===== config.mk =====
export PLATFORM = sky130hd
export DESIGN_NAME = intc_cmd_seq
export DESIGN_NICKNAME = d
export VERILOG_FILES = /design/src/rtl/intc_pkg.sv /design/src/rtl/intc_req_latch.sv /design/src/rtl/intc_prio_res.sv /design/src/rtl/intc_seq_core.sv /design/src/rtl/intc_cmd_seq.sv
export SDC_FILE = /design/constraint.sdc
export NUM_CORES = 1
export LEC_CHECK = 0
export ABC_CLOCK_PERIOD_IN_PS = 9950
export BUFFER_PORTS_ARGS = -buffer_cell sky130_fd_sc_hd__buf_4
export CELL_PAD_IN_SITES_DETAIL_PLACEMENT = 0
export CELL_PAD_IN_SITES_GLOBAL_PLACEMENT = 1
export CORE_ASPECT_RATIO = 1.2
export CORE_MARGIN = 1.5
export CORE_UTILIZATION = 49
export CTS_BUF_LIST = sky130_fd_sc_hd__clkbuf_4 sky130_fd_sc_hd__clkbuf_8
export CTS_CLUSTER_DIAMETER = 30
export DETAILED_ROUTE_END_ITERATION = 16
export GPL_TIMING_DRIVEN = 0
export PLACE_DENSITY = 0.94
export SLEW_MARGIN = 25
export SYNTH_ARGS = -nofsm -noshare
export SYNTH_HDL_FRONTEND = slang
export SYNTH_SLANG_ARGS = --single-unit

===== constraint.sdc =====
create_clock -name clk -period 9.95 [get_ports clk]
set_input_delay 2.985 -clock clk [delete_from_list [all_inputs] [get_ports clk]]
set_output_delay 2.985 -clock clk [all_outputs]
set_load 0.02 [all_outputs]

===== src/rtl/intc_pkg.sv =====
package intc_pkg;

  typedef enum logic [1:0] {
    IS_NORM = 2'd0,
    IS_W2   = 2'd1,
    IS_W3   = 2'd2,
    IS_W4   = 2'd3
  } init_st_e;

  // operation command codes (data bits 7:5 when bits 4:3 are zero)
  localparam logic [2:0] OC_ROT_CLR = 3'd0;
  localparam logic [2:0] OC_EOI     = 3'd1;
  localparam logic [2:0] OC_NOP     = 3'd2;
  localparam logic [2:0] OC_SEOI    = 3'd3;
  localparam logic [2:0] OC_ROT_SET = 3'd4;
  localparam logic [2:0] OC_REOI    = 3'd5;
  localparam logic [2:0] OC_SETPRI  = 3'd6;
  localparam logic [2:0] OC_RSEOI   = 3'd7;

  // bit positions in address-0 writes
  localparam int B_INIT  = 4;
  localparam int B_RDCMD = 3;
  localparam int B_POLL  = 2;
  localparam int B_RSEN  = 1;
  localparam int B_RSEL  = 0;
  localparam int B_SMEN  = 6;
  localparam int B_SMV   = 5;
  localparam int B_NEED4 = 0;
  // bit positions in the fourth init word
  localparam int B_NEST  = 4;
  localparam int B_AEOI  = 1;

endpackage


===== src/rtl/intc_req_latch.sv =====
module intc_req_latch #(
  parameter int NL = 8
) (
  input  logic          clk,
  input  logic          rst_n,
  input  logic [NL-1:0] lines,
  input  logic [NL-1:0] clr,
  output logic [NL-1:0] irr
);

  logic [NL-1:0] prev_q, prev_n;
  logic [NL-1:0] irr_q, irr_n;

  always_comb begin
    prev_n = lines;
    irr_n  = (irr_q & ~clr) | (lines & ~prev_q);
  end

  always_ff @(posedge clk or negedge rst_n) begin
    if (!rst_n) begin
      prev_q <= '0;
      irr_q  <= '0;
    end else begin
      prev_q <= prev_n;
      irr_q  <= irr_n;
    end
  end

  assign irr = irr_q;

endmodule


===== src/rtl/intc_prio_res.sv =====
module intc_prio_res #(
  parameter int NL = 8,
  parameter int LW = $clog2(NL)
) (
  input  logic [NL-1:0] req,
  input  logic [LW-1:0] off,
  output logic          any,
  output logic [LW-1:0] line
);

  logic [NL-1:0] rot;
  logic [LW-1:0] k;
  logic [LW-1:0] idx;

  // rot[i] is the request holding rank i
  always_comb begin
    k = '0;
    for (int i = 0; i < NL; i++) begin
      k      = LW'(i) + off;
      rot[i] = req[k];
    end
  end

  always_comb begin
    idx = '0;
    for (int i = NL-1; i >= 0; i--) begin
      if (rot[i]) idx = LW'(i);
    end
  end

  assign any  = |rot;
  assign line = idx + off;

endmodule


===== src/rtl/intc_seq_core.sv =====
module intc_seq_core
  import intc_pkg::*;
#(
  parameter int NL        = 8,
  parameter int DW        = 8,
  parameter int NEST_LINE = 2,
  parameter int LW        = $clog2(NL)
) (
  input  logic          clk,
  input  logic          rst_n,
  input  logic          wr_en,
  input  logic          rd_en,
  input  logic          addr,
  input  logic          ack,
  input  logic [DW-1:0] wdata,
  input  logic [NL-1:0] irr,
  input  logic          pend_any,
  input  logic [LW-1:0] pend_line,
  input  logic          cmp_any,
  input  logic [LW-1:0] cmp_line,
  input  logic          top_any,
  input  logic [LW-1:0] top_line,
  output logic [NL-1:0] imr,
  output logic [NL-1:0] isr,
  output logic [NL-1:0] cmp_vec,
  output logic [NL-1:0] clr,
  output logic [LW-1:0] off,
  output logic [DW-1:0] rdata,
  output logic [DW-1:0] ack_vec,
  output logic          int_req
);

  localparam int BW = DW - LW;

  logic [NL-1:0] imr_q, imr_n, isr_q, isr_n;
  logic [LW-1:0] off_q, off_n;
  logic [BW-1:0] base_q, base_n;
  logic          need4_q, need4_n;
  logic          fnm_q, fnm_n;
  logic          aeoi_q, aeoi_n;
  logic          rota_q, rota_n;
  logic          smm_q, smm_n;
  logic          rsel_q, rsel_n;
  logic          poll_q, poll_n;
  init_st_e      ist_q, ist_n;
  logic [DW-1:0] rdata_q, rdata_n, vec_q, vec_n;

  logic [LW-1:0] pend_rank, cmp_rank, sel;
  logic [NL-1:0] nest_bit;
  logic          win, upd;

  assign nest_bit  = NL'(1) << NEST_LINE;
  assign cmp_vec   = isr_q & ~(smm_q ? imr_q : '0) & ~(fnm_q ? nest_bit : '0);
  assign pend_rank = pend_line - off_q;
  assign cmp_rank  = cmp_line - off_q;
  assign win       = pend_any && (!cmp_any || (pend_rank < cmp_rank));
  assign sel       = wdata[LW-1:0];
  assign upd       = wr_en | rd_en | ack;

  always_comb begin
    imr_n   = imr_q;
    isr_n   = isr_q;
    off_n   = off_q;
    base_n  = base_q;
    need4_n = need4_q;
    fnm_n   = fnm_q;
    aeoi_n  = aeoi_q;
    rota_n  = rota_q;
    smm_n   = smm_q;
    rsel_n  = rsel_q;
    poll_n  = poll_q;
    ist_n   = ist_q;
    rdata_n = rdata_q;
    vec_n   = vec_q;
    clr     = '0;
    if (wr_en) begin
      if (!addr) begin
        if (wdata[B_INIT]) begin
          need4_n = wdata[B_NEED4];
          imr_n   = '0;
          off_n   = '0;
          smm_n   = 1'b0;
          rsel_n  = 1'b0;
          if (!wdata[B_NEED4]) begin
            fnm_n  = 1'b0;
            aeoi_n = 1'b0;
          end
          ist_n = IS_W2;
        end else if (wdata[B_RDCMD]) begin
          if (wdata[B_POLL]) poll_n = 1'b1;
          if (wdata[B_RSEN]) rsel_n = wdata[B_RSEL];
          if (wdata[B_SMEN]) smm_n = wdata[B_SMV];
        end else begin
          case (wdata[DW-1:DW-3])
            OC_ROT_CLR: rota_n = 1'b0;
            OC_ROT_SET: rota_n = 1'b1;
            OC_EOI: begin
              if (top_any) isr_n[top_line] = 1'b0;
            end
            OC_REOI: begin
              if (top_any) begin
                isr_n[top_line] = 1'b0;
                off_n           = top_line + LW'(1);
              end
            end
            OC_SEOI: isr_n[sel] = 1'b0;
            OC_SETPRI: off_n = sel + LW'(1);
            OC_RSEOI: begin
              isr_n[sel] = 1'b0;
              off_n      = sel + LW'(1);
            end
            default: ;
          endcase
        end
      end else begin
        case (ist_q)
          IS_NORM: imr_n = NL'(wdata);
          IS_W2: begin
            base_n = wdata[DW-1:LW];
            ist_n  = IS_W3;
          end
          IS_W3: ist_n = need4_q ? IS_W4 : IS_NORM;
          default: begin
            fnm_n  = wdata[B_NEST];
            aeoi_n = wdata[B_AEOI];
            ist_n  = IS_NORM;
          end
        endcase
      end
    end else if (rd_en) begin
      if (poll_q) begin
        poll_n = 1'b0;
        if (win) begin
          rdata_n          = DW'(pend_line);
          clr[pend_line]   = 1'b1;
          isr_n[pend_line] = 1'b0;
        end else begin
          rdata_n = DW'(NL - 1);
        end
      end else if (addr) begin
        rdata_n = DW'(imr_q);
      end else begin
        rdata_n = rsel_q ? DW'(isr_q) : DW'(irr);
      end
    end else if (ack) begin
      if (win) begin
        isr_n[pend_line] = 1'b1;
        clr[pend_line]   = 1'b1;
        vec_n            = {base_q, pend_line};
        if (aeoi_q) begin
          isr_n[pend_line] = 1'b0;
          if (rota_q) off_n = pend_line + LW'(1);
        end
      end else begin
        vec_n = {base_q, LW'(NL - 1)};
      end
    end
  end

  always_ff @(posedge clk or negedge rst_n) begin
    if (!rst_n) begin
      imr_q   <= '0;
      isr_q   <= '0;
      off_q   <= '0;
      base_q  <= '0;
      need4_q <= 1'b0;
      fnm_q   <= 1'b0;
      aeoi_q  <= 1'b0;
      rota_q  <= 1'b0;
      smm_q   <= 1'b0;
      rsel_q  <= 1'b0;
      poll_q  <= 1'b0;
      ist_q   <= IS_NORM;
      rdata_q <= '0;
      vec_q   <= '0;
    end else if (upd) begin
      imr_q   <= imr_n;
      isr_q   <= isr_n;
      off_q   <= off_n;
      base_q  <= base_n;
      need4_q <= need4_n;
      fnm_q   <= fnm_n;
      aeoi_q  <= aeoi_n;
      rota_q  <= rota_n;
      smm_q   <= smm_n;
      rsel_q  <= rsel_n;
      poll_q  <= poll_n;
      ist_q   <= ist_n;
      rdata_q <= rdata_n;
      vec_q   <= vec_n;
    end
  end

  assign imr     = imr_q;
  assign isr     = isr_q;
  assign off     = off_q;
  assign rdata   = rdata_q;
  assign ack_vec = vec_q;
  assign int_req = win;

endmodule


===== src/rtl/intc_cmd_seq.sv =====
module intc_cmd_seq #(
  parameter int NL        = 8,
  parameter int DW        = 8,
  parameter int NEST_LINE = 2
) (
  input  logic          clk,
  input  logic          rst_n,
  input  logic [NL-1:0] irq_in,
  input  logic          wr_en,
  input  logic          rd_en,
  input  logic          addr,
  input  logic [DW-1:0] wdata,
  output logic [DW-1:0] rdata,
  input  logic          ack,
  output logic [DW-1:0] ack_vec,
  output logic          int_req
);

  localparam int LW = $clog2(NL);

  logic [NL-1:0] irr, imr, isr, cmp_vec, clr;
  logic [LW-1:0] off, pend_line, cmp_line, top_line;
  logic          pend_any, cmp_any, top_any;

  intc_req_latch #(.NL(NL)) u_latch (
    .clk   (clk),
    .rst_n (rst_n),
    .lines (irq_in),
    .clr   (clr),
    .irr   (irr)
  );

  intc_prio_res #(.NL(NL), .LW(LW)) u_res_pend (
    .req  (irr & ~imr),
    .off  (off),
    .any  (pend_any),
    .line (pend_line)
  );

  intc_prio_res #(.NL(NL), .LW(LW)) u_res_cmp (
    .req  (cmp_vec),
    .off  (off),
    .any  (cmp_any),
    .line (cmp_line)
  );

  intc_prio_res #(.NL(NL), .LW(LW)) u_res_isr (
    .req  (isr),
    .off  (off),
    .any  (top_any),
    .line (top_line)
  );

  intc_seq_core #(.NL(NL), .DW(DW), .NEST_LINE(NEST_LINE), .LW(LW)) u_core (
    .clk       (clk),
    .rst_n     (rst_n),
    .wr_en     (wr_en),
    .rd_en     (rd_en),
    .addr      (addr),
    .ack       (ack),
    .wdata     (wdata),
    .irr       (irr),
    .pend_any  (pend_any),
    .pend_line (pend_line),
    .cmp_any   (cmp_any),
    .cmp_line  (cmp_line),
    .top_any   (top_any),
    .top_line  (top_line),
    .imr       (imr),
    .isr       (isr),
    .cmp_vec   (cmp_vec),
    .clr       (clr),
    .off       (off),
    .rdata     (rdata),
    .ack_vec   (ack_vec),
    .int_req   (int_req)
  );

endmodule


==> impl_metrics.tcl <==
set metrics [dict create \
    status "complete, no violations" \
    final_cell_area_um2 6180 \
    cts_sinks 65 \
    routed_via_density 6.59 \
    min_period_over_period 0.954 \
    synthesis.area_um2 5540 \
    yosys.cell_types.count 76 \
    place.gp.congestion 1.00 \
    grt_max_degree 66 \
    pre_cts_ws_ps 390 \
    cp-end-kind "output pin" \
    worst_ep_arrival_time_ps 6510 \
    wirelength_mm 17.1 \
    via_count 5239 \
    holdPathStages 1 \
    fp.dieArea_um2 11900 \
    wl_per_cell_um 21.5 \
    min_to "u_latch.irr[4]$_DFF_PN0_" \
    rsz0062_at_grt "no" \
    clk_pin_slew_worst_paths_ps 80 \
    root_buffer "clkbuf_8" \
    avgSynthCellArea_um2 9.02 \
    path_buf_inv 8 \
    antenna_found_initial 0 \
    grt_pass1_wl_mm 27.8 \
    r2r_cells 21 \
    r2r_setup_slack_ps 3660 \
    tns_ps 0 \
    required_ps 6970 \
    cts_setup_buffers 0 \
    syn_inst 614 \
    min_from "u_latch.prev_q[4]$_DFF_PN0_" \
    yosysWarnings 0 \
    hold_buffers 0 \
    dpl_cell_area_um2 5960 \
    worstSetupPathType "register to output pin" \
    finalWorstSetupSlack_ps 458 \
    yosysSeqAreaShare 0.294 \
    max_slew_margin 0.438 \
    die_h_um 119 \
    finalHoldViolations 0 \
    critPathSlowestCell "mux4_2" \
    ys_ff_latch 65 \
    clock_path_buffers 2 \
    diodes 0 \
    min_period_ps 9490 \
    insertion_delay_ps 360 \
    io_buffer_count 34 \
    async_flop_share 1.00 \
    ioPinCount 39 \
    path_cells "buf_2 > inv_1 > ha_1 > xnor2_2 > mux4_2 > a21oi_1 > o21ai_0 > a21oi_1 > nor2_1 > ha_1 > fa_1 > clkbuf_2 > inv_1 > fa_1 > inv_1 > ha_1 > nand2_1 > a31o_2 > o2111ai_4 > and2_1 > buf_2 > inv_1 > buf_4" \
    area_growth_pct 11.5 \
    crit_top_cell "inv_1" \
    dr.pass1.iters 5 \
    tightest_slew_ps 841 \
    drc 0 \
    coreArea_um2 11000 \
    dieWidth_um 100 \
    htree_num_levels 3 \
    critical-path-top-delay-family "adder cells" \
    initial_core_util 0.502 \
    fmax_mhz 105 \
    dp_hpwl_mm 13.1 \
    synth_edf_count 0 \
    cts_tree "yes" \
    dominantRegCellSynth "dfrtp_1" \
    grt_usage 0.302 \
    rr_startpoint "u_core.off[1]$_DFFE_PN0P_" \
    row_count 42 \
    finalClockSkew_ps 10.2 \
    drtIter0Drc 594 \
    maxCapViolCount 0 \
    hold_path.class "register to register" \
    crit_fanout 10 \
    setup_viol 0 \
    cp-start-kind "register" \
    syn-num-nets 653 \
    cts_made_buffers 9 \
    drv_slew 0 \
    grt_pass1_vias 5222 \
    grt_overflow 0 \
    ant_nets 0 \
    critical-path-max-stage-delay_ps 630 \
    drive_above_1_share 0.187 \
    finalNetCount 697 \
]
[kinds of logic (layout without fill, tap and decap cells)]
family / count (synthesis) / in the layout / synth area share
buffers and inverters: 69 / 118 / 0.0531
AND/OR/NAND/NOR: 220 / 220 / 0.214
XOR/XNOR: 14 / 14 / 0.0246
AO/OA/AOI/OAI: 169 / 169 / 0.215
flip-flops: 65 / 65 / 0.294
adder cells (fa/ha/maj): 17 / 17 / 0.0425
multiplexers: 60 / 60 / 0.158
[worst max path at each step]
stage                                          from       to  slack (ps)  depth (start not counted)
after global routing      u_core.off[1]$_DFFE_PN0P_  int_req           2                         23
after global placement    u_core.off[1]$_DFFE_PN0P_  int_req         480                         23
after floorplan           u_core.off[1]$_DFFE_PN0P_  int_req        1570                         22
after CTS                 u_core.off[1]$_DFFE_PN0P_  int_req          80                         22
after detailed placement  u_core.off[1]$_DFFE_PN0P_  int_req         390                         23
final                     u_core.off[1]$_DFFE_PN0P_  int_req         460                         23
[final cells by class]
class                   instances  area (um2)
fillers                      1010        4860
multi-input cells             480        3630
flip-flops and latches         65        1630
repair buffers                 34         255
well taps                     132         165
plain buffers                  33         160
clock buffers                  10         138
inverters                      35         131
clock inverters                 6        65.1
[cells in the mapped netlist (9+ instances only)]
cell	n	area share
mux4_2	20	0.081
dfrtp_1	65	0.29
a22o_1	11	0.017
nand3_1	19	0.017
nor3_1	10	0.0090
mux2i_1	22	0.040
nand2_1	60	0.041
nand2b_1	15	0.017
o22ai_1	9	0.010
clkbuf_1	19	0.013
inv_1	34	0.023
ha_1	14	0.032
mux2_2	17	0.035
a21oi_1	32	0.029
o221ai_1	10	0.016
o21ai_0	35	0.032
a21boi_0	9	0.012
nor2b_1	27	0.031
nor2_1	37	0.025
[routing by layer]
| layer | part of all wire | global-route usage | up-vias |
|---|---|---|---|
| li1 | - | - | 2375 |
| met1 | 0.40 | 0.382 | 2542 |
| met2 | 0.49 | 0.500 | 263 |
| met3 | 0.067 | 0.0522 | 59 |
| met4 | 0.043 | 0.139 | 0 |
| met5 | 0 | 0 | - |
[placed cells by master (no fill, tap or decap), types with 17 or more instances in the layout]
cell type  netlist  final
a21oi_1         32     32
buf_4            1     35
clkbuf_1        19     18
dfrtp_1         65     65
inv_1           34     34
mux2_2          17     17
mux2i_1         22     22
mux4_2          20     20
nand2_1         60     60
nand3_1         19     19
nor2_1          37     37
nor2b_1         27     27
o21ai_0         35     35
[stage by stage]
| step | hold WS (ps) | std cells | utilization |
|---|---|---|---|
| floorplan | 409 | 614 | - |
| global placement | 421 | 780 | 0.540 |
| detailed placement | 434 | 780 | 0.540 |
| CTS | 445 | 796 | 0.559 |
| global route | 454 | 795 | 0.560 |
| finish | 441 | 795 | 0.560 |
[what timing repair did]
item	in CTS	in global routing
pin swaps	0	0
resized for setup	1	3
setup endpoints to repair	1	1
Power is not shown: default switching activity piles up to over one toggle a cycle in this logic, so the estimate is an artifact.
